--- src/rtl/pinbank_pkg.sv ---
`timescale 1ns/1ps
package pinbank_pkg;

    localparam int NPINS  = 16;
    localparam int BYTE_W = 8;
    localparam int HALVES = NPINS / BYTE_W;
    localparam int NREGS  = 6;
    localparam int SLOT_W = 3;
    localparam int ADDR_W = SLOT_W + $clog2(HALVES);
    localparam int BSH    = $clog2(BYTE_W);

    typedef logic [NPINS-1:0] pins_t;

    typedef enum logic [SLOT_W-1:0] {
        RG_IEN = 3'd0,
        RG_LVL = 3'd1,
        RG_HIZ = 3'd2,
        RG_INV = 3'd3,
        RG_DIR = 3'd4,
        RG_OD  = 3'd5
    } reg_sel_e;

    typedef struct packed {
        pins_t ien;
        pins_t lvl;
        pins_t hiz;
        pins_t inv;
        pins_t dir;
        pins_t od;
    } bank_cfg_t;

    typedef struct packed {
        logic ien;
        logic lvl;
        logic hiz;
        logic inv;
        logic dir;
        logic od;
    } pin_cfg_t;

    function automatic pin_cfg_t slice_cfg(bank_cfg_t c, int idx);
        pin_cfg_t p;
        p.ien = c.ien[idx];
        p.lvl = c.lvl[idx];
        p.hiz = c.hiz[idx];
        p.inv = c.inv[idx];
        p.dir = c.dir[idx];
        p.od  = c.od[idx];
        return p;
    endfunction

endpackage

--- src/rtl/pinbank_sync.sv ---
`timescale 1ns/1ps
module pinbank_sync #(
    parameter int W     = 16,
    parameter int DEPTH = 2
) (
    input  logic         clk,
    input  logic         rst,
    input  logic [W-1:0] d,
    output logic [W-1:0] q
);
    logic [DEPTH-1:0][W-1:0] stg;

    always_ff @(posedge clk) begin
        if (rst) begin
            stg <= '0;
        end else begin
            stg[0] <= d;
            for (int k = 1; k < DEPTH; k++) begin
                stg[k] <= stg[k-1];
            end
        end
    end

    assign q = stg[DEPTH-1];
endmodule

--- src/rtl/pinbank_regs.sv ---
`timescale 1ns/1ps
module pinbank_regs
    import pinbank_pkg::*;
(
    input  logic              clk,
    input  logic              rst,
    input  logic [ADDR_W-1:0] addr,
    input  logic              wen,
    input  logic [BYTE_W-1:0] wdata,
    input  pins_t             lvl_view,
    output logic [BYTE_W-1:0] rdata,
    output bank_cfg_t         cfg
);
    logic [SLOT_W-1:0]             slot;
    logic                          half;
    logic                          slot_ok;
    logic [NREGS-1:0][NPINS-1:0]   bank_q;
    pins_t                         word;

    assign slot    = addr[ADDR_W-1:1];
    assign half    = addr[0];
    assign slot_ok = (int'(slot) < NREGS);

    always_ff @(posedge clk) begin
        if (rst) begin
            bank_q <= '0;
        end else if (wen && slot_ok) begin
            bank_q[slot][{half, {BSH{1'b0}}} +: BYTE_W] <= wdata;
        end
    end

    assign cfg.ien = bank_q[RG_IEN];
    assign cfg.lvl = bank_q[RG_LVL];
    assign cfg.hiz = bank_q[RG_HIZ];
    assign cfg.inv = bank_q[RG_INV];
    assign cfg.dir = bank_q[RG_DIR];
    assign cfg.od  = bank_q[RG_OD];

    always_comb begin
        word = '0;
        if (slot_ok) begin
            if (slot == RG_LVL) word = lvl_view;
            else                word = bank_q[slot];
        end
        rdata = word[{half, {BSH{1'b0}}} +: BYTE_W];
    end
endmodule

--- src/rtl/pinbank_pin.sv ---
`timescale 1ns/1ps
module pinbank_pin
    import pinbank_pkg::*;
#(
    parameter bit TIMER_CAP = 1'b0
) (
    input  pin_cfg_t cfg,
    input  logic     syncd,
    input  logic     t_route,
    input  logic     t_val,
    output logic     oe,
    output logic     out,
    output logic     view,
    output logic     irq_bit
);
    logic tsel;
    logic level_in;

    assign tsel     = TIMER_CAP ? t_route : 1'b0;
    assign level_in = syncd ^ cfg.inv;

    always_comb begin
        oe      = 1'b0;
        out     = 1'b0;
        view    = level_in;
        irq_bit = 1'b0;
        if (tsel) begin
            oe   = 1'b1;
            out  = t_val;
            view = t_val;
        end else if (cfg.dir) begin
            view = cfg.lvl;
            if (cfg.hiz) begin
                oe = 1'b0;
            end else if (cfg.od) begin
                oe = ~cfg.lvl;
            end else begin
                oe  = 1'b1;
                out = cfg.lvl;
            end
        end else begin
            irq_bit = cfg.ien & level_in;
        end
    end
endmodule

--- src/rtl/pinbank_top.sv ---
`timescale 1ns/1ps
module pinbank_top
    import pinbank_pkg::*;
#(
    parameter int SYNC_DEPTH = 2
) (
    input  logic        clk,
    input  logic        rst,
    input  logic [3:0]  reg_addr,
    input  logic        reg_wen,
    input  logic [7:0]  reg_wdata,
    output logic [7:0]  reg_rdata,
    input  logic [15:0] pad_in,
    output logic [15:0] pad_oe,
    output logic [15:0] pad_out,
    input  logic        tmr_route,
    input  logic        tmr_level,
    output logic        irq
);
    bank_cfg_t cfg;
    pins_t     pad_s;
    pins_t     lvl_view;
    pins_t     pin_irq;

    pinbank_sync #(.W(NPINS), .DEPTH(SYNC_DEPTH)) u_sync (
        .clk (clk),
        .rst (rst),
        .d   (pad_in),
        .q   (pad_s)
    );

    pinbank_regs u_regs (
        .clk      (clk),
        .rst      (rst),
        .addr     (reg_addr),
        .wen      (reg_wen),
        .wdata    (reg_wdata),
        .lvl_view (lvl_view),
        .rdata    (reg_rdata),
        .cfg      (cfg)
    );

    for (genvar i = 0; i < NPINS; i++) begin : g_pin
        pin_cfg_t pc;
        assign pc = slice_cfg(cfg, i);
        if (i == 0) begin : g_tmr
            pinbank_pin #(.TIMER_CAP(1'b1)) u_pin (
                .cfg     (pc),
                .syncd   (pad_s[i]),
                .t_route (tmr_route),
                .t_val   (tmr_level),
                .oe      (pad_oe[i]),
                .out     (pad_out[i]),
                .view    (lvl_view[i]),
                .irq_bit (pin_irq[i])
            );
        end else begin : g_std
            pinbank_pin #(.TIMER_CAP(1'b0)) u_pin (
                .cfg     (pc),
                .syncd   (pad_s[i]),
                .t_route (1'b0),
                .t_val   (1'b0),
                .oe      (pad_oe[i]),
                .out     (pad_out[i]),
                .view    (lvl_view[i]),
                .irq_bit (pin_irq[i])
            );
        end
    end

    assign irq = |pin_irq;
endmodule

--- config.mk ---
export PLATFORM = sky130hd
export DESIGN_NAME = pinbank_top
export DESIGN_NICKNAME = d
export VERILOG_FILES = /design/src/rtl/pinbank_pkg.sv /design/src/rtl/pinbank_sync.sv /design/src/rtl/pinbank_regs.sv /design/src/rtl/pinbank_pin.sv /design/src/rtl/pinbank_top.sv
export SDC_FILE = /design/constraint.sdc
export NUM_CORES = 1
export LEC_CHECK = 0
export ABC_AREA = 1
export BUFFER_PORTS_ARGS = -buffer_cell sky130_fd_sc_hd__buf_2
export CAP_MARGIN = 15
export CORE_MARGIN = 5
export CORE_UTILIZATION = 63
export CTS_CLUSTER_SIZE = 40
export DETAILED_ROUTE_END_ITERATION = 10
export HOLD_SLACK_MARGIN = 0.15
export PLACE_DENSITY = 0.87
export SLEW_MARGIN = 20
export SYNTH_ARGS = -nofsm -noshare
export SYNTH_HDL_FRONTEND = slang
export SYNTH_SLANG_ARGS = --single-unit
--- constraint.sdc ---
create_clock -name clk -period 4.6 [get_ports clk]
set_input_delay 1.38 -clock clk [delete_from_list [all_inputs] [get_ports clk]]
set_output_delay 1.38 -clock clk [all_outputs]
set_load 0.005 [all_outputs]
==> metrics.md, run 1 <==
| Metric | Value |
|---|---|
| PwrDens | `391 nW/um^2` |
| Core area | `9820 sq um` |
| Post-synthesis area per instance | `7.04 sq um` |
| Finished Core Util | `0.726` |
| Post-CTS Resized | `0` |
| Final net count | `964` |
| Syn. warnings | `0` |
| RD Place Congestion | `1.09` |
| Clock transition at path regs | `0.06 ns` |
| Sw Ratio | `0.237` |
| Period utilization | `0.935` |
| Fin. max-slew vios | `0` |
| WL/cell | `16.7 microns` |
| Startpoint Class | `input port` |
| CTS Root Cell | `clkbuf_8` |
| Met3 Resource Use GR | `0.0802` |
| Die area | `12300 sq um` |
| P_int | `2.13 mW` |
| Met2 Track Usage GR | `0.444` |
| Initial drt markers | `774` |
| Critical path class | `input port to output pin` |
| Psw | `0.661 mW` |
| Post-layout min period | `4.30 ns` |
| Rows | `36` |
| Clock network power share | `0.517` |
| # hold bufs at CTS | `0` |
| Diodes inserted | `0` |
| Total power | `2.79 mW` |
| Status | `finished, final reports clean` |
| Vias | `6201` |
| Crit path required time | `3.22 ns` |
| RSZ-0062 raised after global routing | `no` |
| Top Ports | `74` |
| Max-cap violation count | `0` |
| CTS Buf Count | `17` |
| Synth Register Bits | `128` |
| Setup TNS | `0 ns` |
| Worst slew pin tran | `0.787 ns` |
| Syn Std Cell Area | `6390 sq um` |
| TritonRoute pass-1 iters | `7` |
| Port bufs | `73` |
| P_leak | `3.26 nW` |
| Crit Path Max Fanout | `21` |
| EDFF count, synth | `0` |
| Top-area cell type share of the netlist area | `0.401` |
| Clock Skew | `0.00665 ns` |
| Synth Flop Type | `dfxtp_1` |
| Final Hold Viols | `0` |
| Top post-synthesis cells by area | `dfxtp_1 40%, nor2_1 13%, nand2_1 7.6%, nor3_1 6.3%, inv_1 4.9%` |
| CTS H-tree depth | `4` |
| Cell count after synthesis | `908` |
| Worst setup EP type | `output pin` |
| Initial antenna violation count | `0` |
| Max incr delay on CP | `0.33 ns` |
| Vias in the first global route | `5605` |
| Starting Density | `0.651` |
| Setup-failing EPs final | `0` |
| Post-CTS setup buffer count | `0` |
| TritonCTS clock tree | `done` |
| Gate power share | `0.068` |
| Met1 Use GR | `0.380` |
| CTS max path bufs | `2` |
| Max_slew headroom | `0.476` |
| VDD IR-drop max | `0.319 mV` |
| Seq/Total Area, Yosys | `0.401` |
| GRT Total Usage | `0.290` |
| Pin count of the biggest net entering global routing | `72` |
| Residual DRC | `0` |
| Cell variety after synth | `27` |
| Async SR Flop Fraction | `0` |
| Top cell type by total area after synthesis | `dfxtp_1` |
| Total routed wirelength | `18.0 mm` |
| Crit path buf inv count | `3` |
| CP delay by family, top | `simple AND/OR/NAND/NOR gates` |
| Final ANT Viol Nets | `0` |
| Layout cell share with drive strength beyond 1 | `0.182` |
| Clock sink count | `128` |
| Die X | `111 microns` |
| Post-Layout Cell Count | `1075` |
| Arr. time, crit path | `2.92 ns` |
| Placed Cells | `1045` |
| DP HPWL | `12.3 mm` |
| Slowest-stage cell, CP | `inv_2` |
| Drt via density | `5.77` |
| GRT overflow | `0` |
| Tightest Hold Check Type | `register to register` |
| Achievable clock frequency | `233 MHz` |
| Reg power frac | `0.416` |
| Synthesis-to-layout area growth | `11.6%` |
| Cell chain of the critical path | `buf_2 > nor2_4 > nand2_2 > inv_2 > nand2_1 > nor2_1 > nor2_1 > o21ai_0 > nand2_1 > buf_2` |
| Die height | `111 microns` |
| Clk Latency, worst-skew pair | `0.52 ns` |
| Global-route wire length before repair | `28.6 mm` |
| Syn_nets | `941` |
| Busiest grt layer | `met2` |
==> cell type report <==
cell class / count / area (sq um)
Clock buffer: 17 / 414
Clock inverter: 13 / 214
Fill cell: 817 / 2690
Inverter: 100 / 383
Multi-Input combinational cell: 609 / 3000
Sequential cell: 128 / 2560
Tap cell: 133 / 166
Timing Repair Buffer: 75 / 395
==> path summary, 6_finish.rpt <==
kind,start,endpoint,slack (ns),cells past startpoint
worst max-delay path,reg_addr[3],reg_rdata[2],0.30,10
worst min-delay path,u_sync.stg[1],u_sync.q[1],0.39,2
worst max register to register,u_regs.cfg[58],u_regs.cfg[58],3.75,2
worst min register to register,u_sync.stg[1],u_sync.q[1],0.39,2
==> kinds of logic after synthesis <==
group / Yosys count / synth area share
flops: 128 / 0.401
buf+inv: 171 / 0.130
compound gates: 93 / 0.110
simple gates: 516 / 0.359
==> power by group through the flow <==
stage               registers, mW  logic, mW  clock network (mW)
global placement             1.18      0.180                   0
detailed placement           1.18      0.183                   0
finish                       1.16      0.189                1.44
global route                 1.16      0.205                1.50
CTS                          1.16      0.185                1.44
floorplan                    1.17      0.136                   0
==> routing by layer <==
metal / wire [microns] / vias up / share of wire
li1: - / 2969 / -
met1: 7120 / 2765 / 0.40
met2: 7810 / 386 / 0.43
met3: 2280 / 81 / 0.13
met4: 778 / 0 / 0.043
met5: 0 / - / 0
==> cell usage in the layout (no fill, tap or decap), types with 5 or more instances in the layout <==
cell | synthesis | routed
buf_2 | 5 | 72
a211oi_1 | 26 | 26
clkbuf_16 | 0 | 16
nand4_1 | 24 | 24
nand2_2 | 10 | 10
dfxtp_1 | 128 | 128
nor2_1 | 222 | 222
nand2_4 | 6 | 6
inv_2 | 13 | 13
o21ai_0 | 17 | 17
a211oi_2 | 21 | 21
a31oi_1 | 8 | 8
bufinv_16 | 0 | 5
nand2_1 | 130 | 130
inv_1 | 84 | 84
nor3_1 | 80 | 80
nand3_1 | 30 | 30
or2_2 | 6 | 6
a21oi_1 | 20 | 20
==> stage by stage <==
stage | setup WS [ns] | area, sq um | hold WS, ns
final | 0.300 | 7130 | 0.392
after global routing | 0.176 | 7130 | 0.418
after CTS | 0.379 | 7130 | 0.396
after detailed placement | 0.381 | 6500 | 0.394
after global placement | 0.427 | 6500 | 0.389
after floorplan | 0.884 | 6390 | 0.388
==> synth_stat cells, types with 20 or more instances <==
cell type,n
inv_1,84
dfxtp_1,128
a21oi_1,20
nand3_1,30
nand4_1,24
nor3_1,80
a211oi_1,26
a211oi_2,21
nand2_1,130
buf_4,37
clkbuf_1,24
nor2_1,222
==> tightest hold or removal path: stages, from the launching register on <==
cell and delay [ns]:
dfxtp_1 0.29, inv_1 0.04, nor2_1 0.03
==> sequential cells by signal, summed over array words and instances, names as in the netlist <==
| register | cells |
|---|---|
| u_regs.cfg | 96 |
| u_sync.q | 16 |
| u_sync.stg | 16 |
No activity file was read; power rests on OpenSTA's default activity.
==> inputs of run 2 (changes only) <==
Settings changed: CORE_UTILIZATION 63 to 50, PLACE_DENSITY 0.87 to 0.7.
==> metrics.md, run 2 (same netlist as run 1, synthesis figures left out) <==
| Metric | Value |
|---|---|
| Gate power share | `0.068 (about the same)` |
| Total routed wirelength | `18.5 mm (+3.1%)` |
| Sw Ratio | `0.235 (-0.00249)` |
| DP HPWL | `13.3 mm (+8.3%)` |
| Vias | `5973 (-3.7%)` |
| WL/cell | `16.6 microns (-0.97%)` |
| Clock network power share | `0.519 (+0.002)` |
| Global-route wire length before repair | `29.3 mm (+2.6%)` |
| CTS Root Cell | `clkbuf_16` |
| TritonRoute pass-1 iters | `6 (-1)` |
| Core area | `12600 sq um (+28%)` |
| TritonCTS clock tree | `done` |
| Post-Place Worst Slack | `0.435 ns (+0.0542 ns)` |
| Residual DRC | `0 (unchanged)` |
| Clock transition at path regs | `0.06 ns (about the same)` |
| Rows | `41 (+14%)` |
| Die area | `15100 sq um (+24%)` |
| RD Place Congestion | `0.951 (-13%)` |
| Most frequent cells in the layout | `222 x nor2_1, 130 x nand2_1, 128 x dfxtp_1, 84 x inv_1, 80 x nor3_1` |
| Max_slew headroom | `0.566 (+0.0908)` |
| Number of fill cells | `1201 (+47%)` |
| Port bufs | `73 (unchanged)` |
| Clk Latency, worst-skew pair | `0.42 ns (-0.10 ns)` |
| Clock Skew | `0.00498 ns (-0.00167 ns)` |
| Worst slew pin tran | `0.650 ns (-0.136 ns)` |
| Top Ports | `74 (unchanged)` |
| CTS Buf Count | `17 (unchanged)` |
| Final Hold Viols | `0 (unchanged)` |
| Setup-failing EPs final | `0 (unchanged)` |
| Drt via density | `5.34 (-7.5%)` |
| Post-CTS Resized | `0 (unchanged)` |
| Reg power frac | `0.413 (-0.003)` |
| Pin count of the biggest net entering global routing | `60 (-17%)` |
| CTS max path bufs | `2 (unchanged)` |
| CP delay by family, top | `simple AND/OR/NAND/NOR gates` |
| P_leak | `3.27 nW (+0.31%)` |
| Achievable clock frequency | `238 MHz (+2.5%)` |
| P_int | `2.15 mW (+0.89%)` |
| Slowest-stage cell, CP | `nor2_4` |
| Post-layout min period | `4.20 ns (-0.104 ns)` |
| Clock sink count | `128 (unchanged)` |
| Fin. max-slew vios | `0 (unchanged)` |
| Psw | `0.658 mW (-0.50%)` |
| Initial antenna violation count | `1 (+1)` |
| RSZ-0062 raised after global routing | `no` |
| Arr. time, crit path | `2.82 ns (-0.10 ns)` |
| GRT Total Usage | `0.257 (-0.0326)` |
| Setup TNS | `0 ns (unchanged)` |
| Max reg flops | `96 (unchanged)` |
| Final net count | `966 (+0.21%)` |
| Die X | `123 microns (+11%)` |
| # hold bufs at CTS | `0 (unchanged)` |
| Tightest Hold Check Type | `register to register` |
| Final WS setup | `0.404 ns (+0.104 ns)` |
| Synthesis-to-layout area growth | `12.7%` |
| Initial drt markers | `643 (-17%)` |
| Die height | `123 microns (+11%)` |
| CTS H-tree depth | `4 (unchanged)` |
| Total power | `2.80 mW (+0.56%)` |
| Multi-input gate area | `3000 sq um (unchanged)` |
| FF+latch area | `2560 sq um (unchanged)` |
| Crit path buf inv count | `3 (unchanged)` |
| Starting Density | `0.509 (-0.142)` |
| Max-cap violation count | `0 (unchanged)` |
| Cell chain of the critical path | `buf_2 > nor2_4 > nand2_2 > inv_2 > nand2_1 > nor2_1 > nor2_1 > o21ai_0 > nand2_1 > buf_2` |
| Design area | `7210 sq um (+1.0%)` |
| GRT overflow | `0 (unchanged)` |
| Finished Core Util | `0.573 (-0.153)` |
| Startpoint Class | `input port` |
| Crit Path Max Fanout | `13 (-38%)` |
| Worst setup EP type | `output pin` |
| Placed Area | `6560 sq um (+0.79%)` |
| Post-CTS setup buffer count | `0 (unchanged)` |
| Crit path required time | `3.22 ns (about the same)` |
| Critical path class | `input port to output pin` |
| Final ANT Viol Nets | `0 (unchanged)` |
| Max incr delay on CP | `0.27 ns (-0.06 ns)` |
| VDD IR-drop max | `0.290 mV (-9.0%)` |
| PwrDens | `389 nW/um^2 (-0.47%)` |
| Layout cell share with drive strength beyond 1 | `0.185 (+0.00346)` |
| Vias in the first global route | `5432 (-3.1%)` |
| Period utilization | `0.912 (-0.0226)` |
| Status | `finished, final reports clean` |
| Most common library cell in the layout ignoring fill and taps | `nor2_1` |
[run 2: cell type report]
cell class                      count  share of cell area
Clock buffer                       20              0.0648
Inverter                          100              0.0531
Sequential cell                   128               0.356
Tap cell                          172              0.0299
Timing Repair Buffer               77              0.0552
Antenna cell                        1            0.000347
Multi-Input combinational cell    609               0.416
Clock inverter                     12              0.0252
[run 2: power groups by stage]
stage	Sequential (mW)	Combinational (mW)	Clock, mW
6_report	1.16	0.190	1.45
5_1_grt	1.16	0.209	1.52
4_1_cts	1.16	0.187	1.47
3_5_place_dp	1.18	0.187	0
3_3_place_gp	1.18	0.185	0
2_1_floorplan	1.17	0.136	0
[run 2: path summary, 6_finish.rpt]
kind                   from        endpoint  slack, ns  cells past startpoint
max             reg_addr[3]    reg_rdata[2]       0.40                     10
min           u_sync.stg[1]     u_sync.q[1]       0.39                      2
max reg2reg  u_regs.cfg[22]  u_regs.cfg[22]       3.72                      2
min reg2reg   u_sync.stg[1]     u_sync.q[1]       0.39                      2
[run 2: per-layer routing]
metal / up-vias / GRT usage / part of all wire
met5: - / 0 / 0
met4: 0 / 0.119 / 0.031
met3: 38 / 0.0535 / 0.092
met2: 264 / 0.366 / 0.41
met1: 2706 / 0.372 / 0.46
li1: 2965 / - / -
[run 2: worst register-to-register path, delay by kind of cell, from the launching register on]
kind	cells	cell delay, ns
flip-flops	1	0.40
AO/OA/AOI/OAI	1	0.23
buffers and inverters	1	0.17
[run 2: metrics by stage]
step | hold WS [ns] | std cells
3_3_place_gp | 0.389 | 1086
2_1_floorplan | 0.388 | 908
4_1_cts | 0.395 | 1118
6_report | 0.393 | 1119
3_5_place_dp | 0.392 | 1086
5_1_grt | 0.414 | 1119
==> inputs of run 3 (changes only) <==
Settings changed: RECOVER_POWER from default to 50.
==> metrics.md, run 3 (same netlist as run 1, synthesis figures left out) <==
| Metric | Value |
|---|---|
| Initial antenna violation count | `1 (unchanged)` |
| Fin. max-slew vios | `60 (+60)` |
| Final ANT Viol Nets | `0 (unchanged)` |
| Worst R2R End | `u_regs.cfg[22]` |
| Post-CTS Resized | `0 (unchanged)` |
| Max incr delay on CP | `0.27 ns (about the same)` |
| Setup-failing EPs final | `0 (unchanged)` |
| Max reg flops | `96 (unchanged)` |
| CTS Root Cell | `clkbuf_16` |
| Layout cell share with drive strength beyond 1 | `0.167 (-0.0180)` |
| Most frequent cells in the layout | `222 x nor2_1, 130 x nand2_1, 128 x dfxtp_1, 84 x inv_1, 80 x nor3_1` |
| WHS Path Cells | `2 (unchanged)` |
| Arr. time, crit path | `2.79 ns (-0.03 ns)` |
| Worst slew pin tran | `2.64 ns (+1.99 ns)` |
| Worst setup EP type | `output pin` |
| Gate power share | `0.067 (about the same)` |
| R2R depth | `2 (unchanged)` |
| Clock Skew | `0.00395 ns (-0.00103 ns)` |
| CP delay by family, top | `simple AND/OR/NAND/NOR gates` |
| Slowest-stage cell, CP | `nor2_4` |
| Critical path class | `input port to output pin` |
| Die X | `123 microns (unchanged)` |
| Post-CTS setup buffer count | `0 (unchanged)` |
| HP Start | `u_sync.stg[1]` |
| TritonCTS clock tree | `done` |
| CTS Buf Count | `17 (unchanged)` |
| Total routed wirelength | `18.5 mm (about the same)` |
| Vias | `5996 (+0.39%)` |
| P_leak | `3.25 nW (-0.75%)` |
| Setup TNS | `0 ns (unchanged)` |
| Max-cap violation count | `1 (+1)` |
| Most common library cell in the layout ignoring fill and taps | `nor2_1` |
| Status | `finished, violations left` |
| Drt via density | `5.36 (+0.39%)` |
| Crit path buf inv count | `3 (unchanged)` |
| RSZ-0062 raised after global routing | `no` |
| Period utilization | `0.906 (-0.00599)` |
| Sw Ratio | `0.233 (-0.00131)` |
| Clk Latency, worst-skew pair | `0.42 ns (about the same)` |
| Final Hold Viols | `0 (unchanged)` |
| Placed Area | `6560 sq um (unchanged)` |
| Design area | `7120 sq um (-1.2%)` |
| Initial drt markers | `652 (+1.4%)` |
| PwrDens | `393 nW/um^2 (+1.0%)` |
| Cell chain of the critical path | `buf_2 > nor2_4 > nand2_2 > inv_2 > nand2_1 > nor2_1 > nor2_1 > o21ai_0 > nand2_1 > buf_2` |
| Vias in the first global route | `5432 (unchanged)` |
| Failing checks | `capacitance limit, slew limit` |
| Worst hold path endpoint | `u_sync.q[1]` |
| Clock transition at path regs | `0.06 ns (about the same)` |
| Hold_ws | `0.395 ns (+0.00127 ns)` |
| CTS H-tree depth | `4 (unchanged)` |
| Top Ports | `74 (unchanged)` |
| Startpoint Class | `input port` |
| CTS max path bufs | `2 (unchanged)` |
| # hold bufs at CTS | `0 (unchanged)` |
| Crit path required time | `3.22 ns (about the same)` |
| DP HPWL | `13.3 mm (unchanged)` |
| Max_slew headroom | `-0.761 (-1.33)` |
| Number of fill cells | `1217 (+1.3%)` |
| Final net count | `966 (unchanged)` |
| VDD IR-drop max | `0.289 mV (-0.33%)` |
| Die area | `15100 sq um (unchanged)` |
| Clock network power share | `0.519 (about the same)` |
| Post-layout min period | `4.17 ns (-0.0275 ns)` |
| Final WS setup | `0.431 ns (+0.0275 ns)` |
| Achievable clock frequency | `240 MHz (+0.66%)` |
| Clock sink count | `128 (unchanged)` |
| GRT overflow | `0 (unchanged)` |
| Finished Core Util | `0.566 (-0.00707)` |
| Worst R2R Start | `u_regs.cfg[22]` |
| RD Place Congestion | `0.951 (unchanged)` |
| Port bufs | `73 (unchanged)` |
| Core area | `12600 sq um (unchanged)` |
| Die height | `123 microns (unchanged)` |
| Reg2reg setup slack | `3.67 ns (-0.05 ns)` |
| P_int | `2.14 mW (about the same)` |
| Synthesis-to-layout area growth | `11.4%` |
| Residual DRC | `0 (unchanged)` |
| Post-Place Worst Slack | `0.435 ns (unchanged)` |
| GRT Total Usage | `0.257 (unchanged)` |
| Tightest Hold Check Type | `register to register` |
| Psw | `0.652 mW (-0.80%)` |
| Reg power frac | `0.414 (about the same)` |
| WL/cell | `16.6 microns (about the same)` |
| Rows | `41 (unchanged)` |
| Starting Density | `0.509 (unchanged)` |
| Pin count of the biggest net entering global routing | `60 (unchanged)` |
| Crit Path Max Fanout | `13 (unchanged)` |
| TritonRoute pass-1 iters | `5 (-1)` |
| Global-route wire length before repair | `29.3 mm (unchanged)` |
## run 3: stage by stage
step / std cells / power, mW
2_1_floorplan: 908 / 1.31
3_3_place_gp: 1086 / 1.37
3_5_place_dp: 1086 / 1.37
4_1_cts: 1118 / 2.81
5_1_grt: 1119 / 2.89
6_report: 1119 / 2.80
## run 3: layer usage
metal	global-route usage	share of wire	vias up
met2	0.366	0.41	264
met1	0.372	0.46	2711
li1	-	-	2976
met5	0	0	-
met4	0.119	0.035	0
met3	0.0535	0.092	45
## run 3: layout make-up
cell class / count / area [sq um] / share of cell area
diodes: 1 / 2.50 / 0.000352
clock buffers: 20 / 467 / 0.0656
clock inverters: 12 / 181 / 0.0255
inverters: 100 / 383 / 0.0538
multi-input cells: 609 / 2920 / 0.410
flip-flops and latches: 128 / 2560 / 0.360
well taps: 172 / 215 / 0.0302
repair buffers: 77 / 389 / 0.0547
## run 3: worst max-delay path by stage
stage,cells after the start,from,to
after global placement,10,reg_addr[3],reg_rdata[2]
after detailed placement,10,reg_addr[3],reg_rdata[2]
after floorplan,10,reg_addr[3],reg_rdata[7]
final,10,reg_addr[3],reg_rdata[2]
after global routing,10,reg_addr[3],reg_rdata[2]
after CTS,10,reg_addr[3],reg_rdata[2]
## run 3: worst reg2reg max path, delay by kind of cell, from the launching register on
kind / cells / cell delay [ns]
DFF: 1 / 0.40
AOI/OAI and AO/OA: 1 / 0.26
buffers and inverters: 1 / 0.15
## run 3: power by group through the flow
stage	clock network, mW	logic (mW)	registers, mW
2_1_floorplan	0	0.136	1.17
3_3_place_gp	0	0.185	1.18
3_5_place_dp	0	0.187	1.18
4_1_cts	1.47	0.187	1.16
5_1_grt	1.52	0.205	1.16
6_report	1.45	0.186	1.16
